### src/rtl/irq_ctrl_pkg.sv
package irq_ctrl_pkg;
    localparam int unsigned CTL_GIE      = 7;
    localparam int unsigned CTL_TMR_EN   = 5;
    localparam int unsigned CTL_PIN_EN   = 4;
    localparam int unsigned CTL_PORT_EN  = 3;
    localparam int unsigned CTL_TMR_FLG  = 2;
    localparam int unsigned CTL_PIN_FLG  = 1;
    localparam int unsigned CTL_PORT_FLG = 0;
    localparam int unsigned OPT_RISE     = 6;
    localparam int unsigned AUX_NVM_EN   = 1;
    localparam int unsigned AUX_NVM_FLG  = 0;

    typedef enum logic [1:0] {
        REG_CTL = 2'd0,
        REG_OPT = 2'd1,
        REG_AUX = 2'd2,
        REG_NONE = 2'd3
    } reg_sel_e;

    typedef enum logic {
        SVC_IDLE   = 1'b0,
        SVC_ACTIVE = 1'b1
    } svc_state_e;
endpackage

### src/rtl/irq_sync.sv
module irq_sync #(
    parameter int unsigned WIDTH  = 1,
    parameter int unsigned STAGES = 2
) (
    input  logic             clk,
    input  logic             rst_n,
    input  logic [WIDTH-1:0] d,
    output logic [WIDTH-1:0] q
);
    logic [WIDTH-1:0] stage_q [STAGES];

    always_ff @(posedge clk or negedge rst_n) begin
        if (!rst_n) stage_q[0] <= '0;
        else        stage_q[0] <= d;
    end

    generate
        for (genvar s = 1; s < STAGES; s++) begin : g_stage
            always_ff @(posedge clk or negedge rst_n) begin
                if (!rst_n) stage_q[s] <= '0;
                else        stage_q[s] <= stage_q[s-1];
            end
        end
    endgenerate

    assign q = stage_q[STAGES-1];
endmodule

### src/rtl/irq_pin_edge.sv
module irq_pin_edge (
    input  logic clk,
    input  logic rst_n,
    input  logic pin_s,
    input  logic rise_sel,
    output logic hit
);
    logic prev_q;

    always_ff @(posedge clk or negedge rst_n) begin
        if (!rst_n) prev_q <= 1'b0;
        else        prev_q <= pin_s;
    end

    assign hit = rise_sel ? (pin_s & ~prev_q) : (~pin_s & prev_q);
endmodule

### src/rtl/irq_port_change.sv
module irq_port_change #(
    parameter int unsigned WIDTH = 4
) (
    input  logic             clk,
    input  logic             rst_n,
    input  logic [WIDTH-1:0] pins_s,
    output logic             hit
);
    logic [WIDTH-1:0] latched_q;

    always_ff @(posedge clk or negedge rst_n) begin
        if (!rst_n) latched_q <= '0;
        else        latched_q <= pins_s;
    end

    assign hit = |(pins_s ^ latched_q);
endmodule

### src/rtl/irq_ctrl_top.sv
module irq_ctrl_top
    import irq_ctrl_pkg::*;
#(
    parameter int unsigned DATA_W      = 8,
    parameter int unsigned ADDR_W      = 2,
    parameter int unsigned PORT_W      = 4,
    parameter int unsigned SYNC_STAGES = 2
) (
    input  logic              clk,
    input  logic              rst_n,
    input  logic [ADDR_W-1:0] reg_addr,
    input  logic              reg_wr,
    input  logic [DATA_W-1:0] reg_wdata,
    output logic [DATA_W-1:0] reg_rdata,
    input  logic              ext_pin,
    input  logic [PORT_W-1:0] port_pins,
    input  logic              tmr_ovf,
    input  logic              nvm_done,
    input  logic              core_ack,
    input  logic              core_reti,
    output logic              irq_req
);
    localparam int unsigned SYNC_W = PORT_W + 1;

    svc_state_e state_q, state_d;
    logic gie_q, gie_d;
    logic tmr_en_q, pin_en_q, port_en_q, nvm_en_q, rise_q;
    logic tmr_flg_q, pin_flg_q, port_flg_q, nvm_flg_q;
    logic [SYNC_W-1:0] sync_q;
    logic pin_hit, port_hit;
    logic wr_ctl, wr_opt, wr_aux;

    irq_sync #(.WIDTH(SYNC_W), .STAGES(SYNC_STAGES)) u_sync (
        .clk(clk), .rst_n(rst_n), .d({port_pins, ext_pin}), .q(sync_q)
    );

    irq_pin_edge u_pin_edge (
        .clk(clk), .rst_n(rst_n), .pin_s(sync_q[0]), .rise_sel(rise_q), .hit(pin_hit)
    );

    irq_port_change #(.WIDTH(PORT_W)) u_port_chg (
        .clk(clk), .rst_n(rst_n), .pins_s(sync_q[SYNC_W-1:1]), .hit(port_hit)
    );

    assign wr_ctl = reg_wr && (reg_sel_e'(reg_addr) == REG_CTL);
    assign wr_opt = reg_wr && (reg_sel_e'(reg_addr) == REG_OPT);
    assign wr_aux = reg_wr && (reg_sel_e'(reg_addr) == REG_AUX);

    // Service state register
    always_ff @(posedge clk or negedge rst_n) begin
        if (!rst_n) state_q <= SVC_IDLE;
        else        state_q <= state_d;
    end

    // Next state and global enable update
    always_comb begin
        state_d = state_q;
        gie_d   = wr_ctl ? reg_wdata[CTL_GIE] : gie_q;
        unique case (state_q)
            SVC_IDLE: begin
                if (core_ack && irq_req) begin
                    state_d = SVC_ACTIVE;
                    gie_d   = 1'b0;
                end
            end
            SVC_ACTIVE: begin
                if (core_reti) begin
                    state_d = SVC_IDLE;
                    gie_d   = 1'b1;
                end
            end
            default: state_d = SVC_IDLE;
        endcase
    end

    always_ff @(posedge clk or negedge rst_n) begin
        if (!rst_n) begin
            gie_q      <= 1'b0;
            tmr_en_q   <= 1'b0;
            pin_en_q   <= 1'b0;
            port_en_q  <= 1'b0;
            nvm_en_q   <= 1'b0;
            rise_q     <= 1'b1;
            tmr_flg_q  <= 1'b0;
            pin_flg_q  <= 1'b0;
            port_flg_q <= 1'b0;
            nvm_flg_q  <= 1'b0;
        end else begin
            gie_q <= gie_d;
            if (wr_ctl) begin
                tmr_en_q  <= reg_wdata[CTL_TMR_EN];
                pin_en_q  <= reg_wdata[CTL_PIN_EN];
                port_en_q <= reg_wdata[CTL_PORT_EN];
            end
            if (wr_opt) rise_q   <= reg_wdata[OPT_RISE];
            if (wr_aux) nvm_en_q <= reg_wdata[AUX_NVM_EN];
            // hardware set takes priority over a same-cycle software write
            tmr_flg_q  <= tmr_ovf  | (wr_ctl ? reg_wdata[CTL_TMR_FLG]  : tmr_flg_q);
            pin_flg_q  <= pin_hit  | (wr_ctl ? reg_wdata[CTL_PIN_FLG]  : pin_flg_q);
            port_flg_q <= port_hit | (wr_ctl ? reg_wdata[CTL_PORT_FLG] : port_flg_q);
            nvm_flg_q  <= nvm_done | (wr_aux ? reg_wdata[AUX_NVM_FLG]  : nvm_flg_q);
        end
    end

    // Outputs
    always_comb begin
        irq_req = gie_q & ((tmr_en_q & tmr_flg_q) | (pin_en_q & pin_flg_q) |
                           (port_en_q & port_flg_q) | (nvm_en_q & nvm_flg_q));
        reg_rdata = '0;
        unique case (reg_sel_e'(reg_addr))
            REG_CTL: begin
                reg_rdata[CTL_GIE]      = gie_q;
                reg_rdata[CTL_TMR_EN]   = tmr_en_q;
                reg_rdata[CTL_PIN_EN]   = pin_en_q;
                reg_rdata[CTL_PORT_EN]  = port_en_q;
                reg_rdata[CTL_TMR_FLG]  = tmr_flg_q;
                reg_rdata[CTL_PIN_FLG]  = pin_flg_q;
                reg_rdata[CTL_PORT_FLG] = port_flg_q;
            end
            REG_OPT: reg_rdata[OPT_RISE] = rise_q;
            REG_AUX: begin
                reg_rdata[AUX_NVM_EN]  = nvm_en_q;
                reg_rdata[AUX_NVM_FLG] = nvm_flg_q;
            end
            default: reg_rdata = '0;
        endcase
    end
endmodule

### config.mk
export PLATFORM = sky130hd
export DESIGN_NAME = irq_ctrl_top
export DESIGN_NICKNAME = d
export VERILOG_FILES = /design/src/rtl/irq_ctrl_pkg.sv /design/src/rtl/irq_sync.sv /design/src/rtl/irq_pin_edge.sv /design/src/rtl/irq_port_change.sv /design/src/rtl/irq_ctrl_top.sv
export SDC_FILE = /design/constraint.sdc
export NUM_CORES = 1
export LEC_CHECK = 0
export ABC_AREA = 0
export BUFFER_PORTS_ARGS = -buffer_cell sky130_fd_sc_hd__buf_2
export CAP_MARGIN = 20
export CORE_ASPECT_RATIO = 2
export CORE_MARGIN = 3
export CORE_UTILIZATION = 25
export DETAILED_ROUTE_END_ITERATION = 6
export GPL_TIMING_DRIVEN = 1
export MAX_ROUTING_LAYER = met4
export SKIP_LAST_GASP = 1
export SYNTH_ARGS = -nofsm -noshare
export SYNTH_HDL_FRONTEND = slang
export SYNTH_SLANG_ARGS = --single-unit
### constraint.sdc
create_clock -name clk -period 1.6 [get_ports clk]
set_input_delay 0.48 -clock clk [delete_from_list [all_inputs] [get_ports clk]]
set_output_delay 0.48 -clock clk [all_outputs]
set_load 0.005 [all_outputs]
======== Yosys cells after proc, flatten, opt, wreduce, memory -nomap -nowiden ========
Cells that the tools add are included.
operators by class
  eq/ne operators ......................... 2
  muxes and demuxes ....................... 16
  bitwise gates (word level) .............. 18
  reduce and logical (&&, ||, !) cells .... 6
operators with widths
  cell                                                  number
  two-way mux 1 bit                                     12
  AND 1 bit                                             7
  bitwise OR 1 bit                                      7
  logical AND 1 bit                                     4
  two-way mux 4 bit                                     1
  one-hot mux 1 bit (2 select lines)                    2
  one-hot mux 2 bit (2 select lines)                    1
  OR reduction 4 bit                                    1
  XOR 4 bit                                             1
  inverter 1 bit                                        3
  equality test 2 x 1 -> 1 bit (second input constant)  1
  equality test 2 bit (second input constant)           1
  logical NOT 2 bit                                     1
word-level totals
  bits in registers ....................... 26
  input bits .............................. 22
  output and inout port bits .............. 9
  logic and storage cells ................. 57

======== Longest topological paths before layout ========
  word-level depth ........................ 8
  depth in mapped cells ................... 5
  mapped depth without buffers ............ 3

======== Cells and area by module ========
From an unflattened synthesis, not the netlist that was laid out.
second synthesis, totals
  cells, all modules ...................... 78
  area total of the unflattened synthesis .. 1063.5 sq um
modules (own cells, without submodules)
  module           times used  cells an instance  area an instance (sq um)  seq. area each (sq um)
  irq_ctrl_top     1           50                 586.8                     276.5
  irq_sync         1           15                 287.8                     250.2
  irq_port_change  1           9                  141.4                     100.1
  irq_pin_edge     1           4                  47.5                      25.0

======== Worst setup path after synthesis ========
No wires, ideal clock.
  kind .................................... in2reg
  from .................................... in reg_addr[1]
  to ...................................... reg pin_en_q
  library setup time ...................... 0.125 ns
  data arrival time ....................... 1.365 ns
  data required time ...................... 1.475 ns
  slack ................................... 0.110 ns
  cell stages on the path ................. 4
  path buffers ............................ 2
  cells stage by stage .................... buf_6 -> or3b_1 -> buf_6 -> mux2_4
on the way
  longest elaborated chain between the ends .. 2
RTL lines
  item                  line                RTL
  from (decl)           irq_ctrl_top.sv:11  input logic [ADDR_W-1:0] reg_addr,
  logical NOT 2 bit     irq_ctrl_top.sv:45  assign wr_ctl = reg_wr && (reg_sel_e'(reg_addr) == REG_CTL);
  logical AND 1 bit     irq_ctrl_top.sv:45
  to (signal assigned)  irq_ctrl_top.sv:92  pin_en_q <= reg_wdata[CTL_PIN_EN];
  to (decl)             irq_ctrl_top.sv:27  logic tmr_en_q, pin_en_q, port_en_q, nvm_en_q, rise_q;
No other way between the ends.
A chain may end at the register's enable or synchronous reset.

======== Worst setup path after layout ========
  from .................................... reg port_flg_q
  to ...................................... out irq_req
on the way
  longest elaborated chain between the ends .. 4
RTL lines
  item                    line                 RTL
  from (decl)             irq_ctrl_top.sv:28   logic tmr_flg_q, pin_flg_q, port_flg_q, nvm_flg_q;
  from (signal assigned)  irq_ctrl_top.sv:100  port_flg_q <= port_hit | (wr_ctl ? reg_wdata[CTL_PORT_FLG] : port_flg_q);
  AND 1 bit               irq_ctrl_top.sv:108  (port_en_q & port_flg_q) | (nvm_en_q & nvm_flg_q));
  bitwise OR 1 bit        irq_ctrl_top.sv:107  irq_req = gie_q & ((tmr_en_q & tmr_flg_q) | (pin_en_q & pin_flg_q) |
  bitwise OR 1 bit        irq_ctrl_top.sv:108
  AND 1 bit               irq_ctrl_top.sv:107
  to (decl)               irq_ctrl_top.sv:21   output logic irq_req
No other way between the ends.

==> results.cfg <==
[outcome]
status = completed

[cts]
clk_path_buf_depth = 2
cts.sinks = 26
clkSlewWorstSetupHoldPaths_ps = 90
clk_latency_ps = 270
cts_buffers = 3
cts_htree_levels = 1
cts_tree = built
cts-root-buf = clkbuf_8

[global_route]
overflow = 0
grt_max_degree = 27
gr-usage-all-layers_pct = 9.681
grt_pass1_vias = 800
antenna_found_initial = 0
grt_pass1_wl_um = 3477

[sta]
finalHoldViolCount = 0
setup_violations = 0
fmax_mhz = 628.2
fin_setup_tns_ps = 0
tightest_slew_ps = 562.2
rsz0062_at_grt = true
slew_violations = 0
fin_crit_sh_pct = 99.48
clock-skew-final_ps = 1.983
maxSlewHeadroom_pct = 62.52
fin_crit_ps = 1592

[logic_synthesis]
synthMuxAreaShare_pct = 10.57
yosysTopAreaCell = dfrtp_1
syn-num-nets = 95
yosysWarnings = 0
syn_inst = 73
synthSimpleGateAreaFrac_pct = 13.51
synth_area_leaders = dfrtp_1 61%, mux2_4 4.4%, mux2i_1 3.9%, xor2_1 3.4%, and2_1 3.1%
seq_area_frac_synth_pct = 64.00
avgSynthCellArea_um2 = 13.95
synth.distinct_cells = 26
synthAdderAreaFrac_pct = 0
syn-cell-area_um2 = 1018
ys_seq_elements = 26
synth_xor_area_share_pct = 3.440
synth_top_family_by_area = simple AND/OR/NAND/NOR gates
synth_compound_area_share_pct = 5.897
synth_top_area_share_pct = 61.43

[placed_design]
io_buffers = 30
hpwlAfterDp_um = 1529
gp_congestion = 0.7146
dp_cells = 157

[route]
via_per_inst = 4.233
vias = 690
dr.pass1.iters = 4
routed_wl_um = 1946
ant_nets = 0
drtIter0Drc = 15
wl_per_cell_um = 11.94
drc = 0

[setup_path]
critical_path_class = reg -> out
critical_path.max_fanout = 3
worstSetupStartpointType = register
critPathArrivalTime_ps = 1110
endpoint_kind = output port
cp.required_ps = 1120

[die]
die_w_um = 51.13
io_pins = 31
core_area_um2 = 3884
rows = 32
die_area_um2 = 4922
die_h_um = 96.27
start_util_pct = 26.22

[job]
cap_violations = 0

[power]
pwr_density_cell_nw_per_um2 = 1152
irDropWorstVdd_mv = 0.8754
power_w = 0.001572
p_leak_nw = 0.6663

[final_layout]
regArea_um2 = 651.9
diodes = 0
drive_gt1_share_pct = 47.32
final_net_count = 135
final-instance-count-excl-fill = 163
area_delta_synth_final_pct = 34.03
nFillCells = 408
multiInputGateArea_um2 = 361.6

[min_path]
hold_path.class = in -> async
==> cell usage after synthesis, drive strengths merged <==
master	n
a211o	1
a211oi	1
a21boi	1
a21o	1
a21oi	1
a22oi	2
a32oi	1
and2	5
and3	1
and3b	1
buf	2
dfrtp	25
dfstp	1
inv	1
mux2	5
mux2i	4
nand2	3
nand2b	1
nand3	3
nand3b	3
nor2	3
nor4	1
or3b	2
xor2	4
==> cell type report <==
type	count	share of cell area, %
Tap cell	51	4.675
Inverter	1	0.2750
Sequential cell	26	47.75
Multi-Input combinational cell	44	26.49
Timing Repair Buffer	37	15.58
Clock inverter	1	2.200
Clock buffer	3	3.025
==> cell usage in the layout, fill, tap and decap left out, drive strengths merged, types with 2 or more instances in the layout <==
master,netlist,layout
mux2i,4,4
nor2,3,3
buf,2,37
mux2,5,5
and2,5,5
nand3b,3,3
nand3,3,3
nand2,3,3
dfrtp,25,25
a22oi,2,2
clkbuf,0,3
or3b,2,2
xor2,4,4
==> worst max-delay path, stage by stage (launching register included) <==
cell and delay [ps]:
dfrtp_1 410, a22oi_2 210, a21boi_1 100, buf_2 130
==> logic make-up (layout without fill, tap and decap cells) <==
logic type,after synthesis,after routing
AO/OA/AOI/OAI,8,8
XOR/XNOR,4,4
buffers and inverters,3,42
flip-flops,26,26
multiplexers,9,9
AND/OR/NAND/NOR,23,23
==> flip-flops by register name (all words and copies together) (netlist names) <==
| register | cells |
|---|---|
| u_sync.q | 5 |
| u_sync.stage_q | 5 |
| u_port_chg.latched_q | 4 |
| gie_q | 1 |
| nvm_en_q | 1 |
| nvm_flg_q | 1 |
| pin_en_q | 1 |
| pin_flg_q | 1 |
| port_en_q | 1 |
| port_flg_q | 1 |
| rise_q | 1 |
| state_q | 1 |
| tmr_en_q | 1 |
| tmr_flg_q | 1 |
| u_pin_edge.prev_q | 1 |
==> final timing paths <==
path                                    from                 to  slack [ps]  depth (start not counted)
max in group asynchronous              rst_n             rise_q        1030                          1
setup reg to reg                      rise_q          pin_flg_q         510                          3
setup / recovery                  port_flg_q            irq_req           8                          3
hold reg to reg            u_sync.stage_q[5]        u_sync.q[0]         360                          0
hold / removal                         rst_n  u_sync.stage_q[7]         190                          1
min in group clk                port_pins[0]  u_sync.stage_q[6]         310                          1
==> power breakdown <==
group	internal (W)	leakage (nW)	switching, W
clock	0.000335	0.0357	0.000202
sequential	0.000732	0.295	0.0000564
combinational	0.000148	0.336	0.0000990
total	0.00122	0.666	0.000357
==> metrics by stage <==
stage               utilization (%)  setup WS (ps)  cell area, µm²  hold WS [ps]
floorplan                         -          110.1            1018         184.4
global placement              32.12         -72.20            1247         333.1
detailed placement            32.12         -92.67            1247         340.4
CTS                           34.47         -7.004            1339         216.8
global route                  35.15         -54.87            1365         227.2
finish                        35.15          8.246            1365         191.0
==> timing repair <==
action / in CTS / in global routing
hold buffers: 0 / 0
pin swaps: 0 / 1
setup buffers: 1 / 1
resized for setup: 4 / 5
endpoints found under the setup margin: 6 / 9
==> layer usage <==
metal | vias up | part of all wire (%) | wire length, µm | GRT usage [%]
met5 | - | 0 | 0 | -
met4 | 0 | 2.1 | 40 | 4.045
met3 | 4 | 5.6 | 109 | 1.705
met2 | 22 | 55 | 1072 | 18.00
met1 | 333 | 37 | 724 | 9.617
li1 | 331 | - | - | -
No activity file was read; power rests on OpenSTA's default activity.
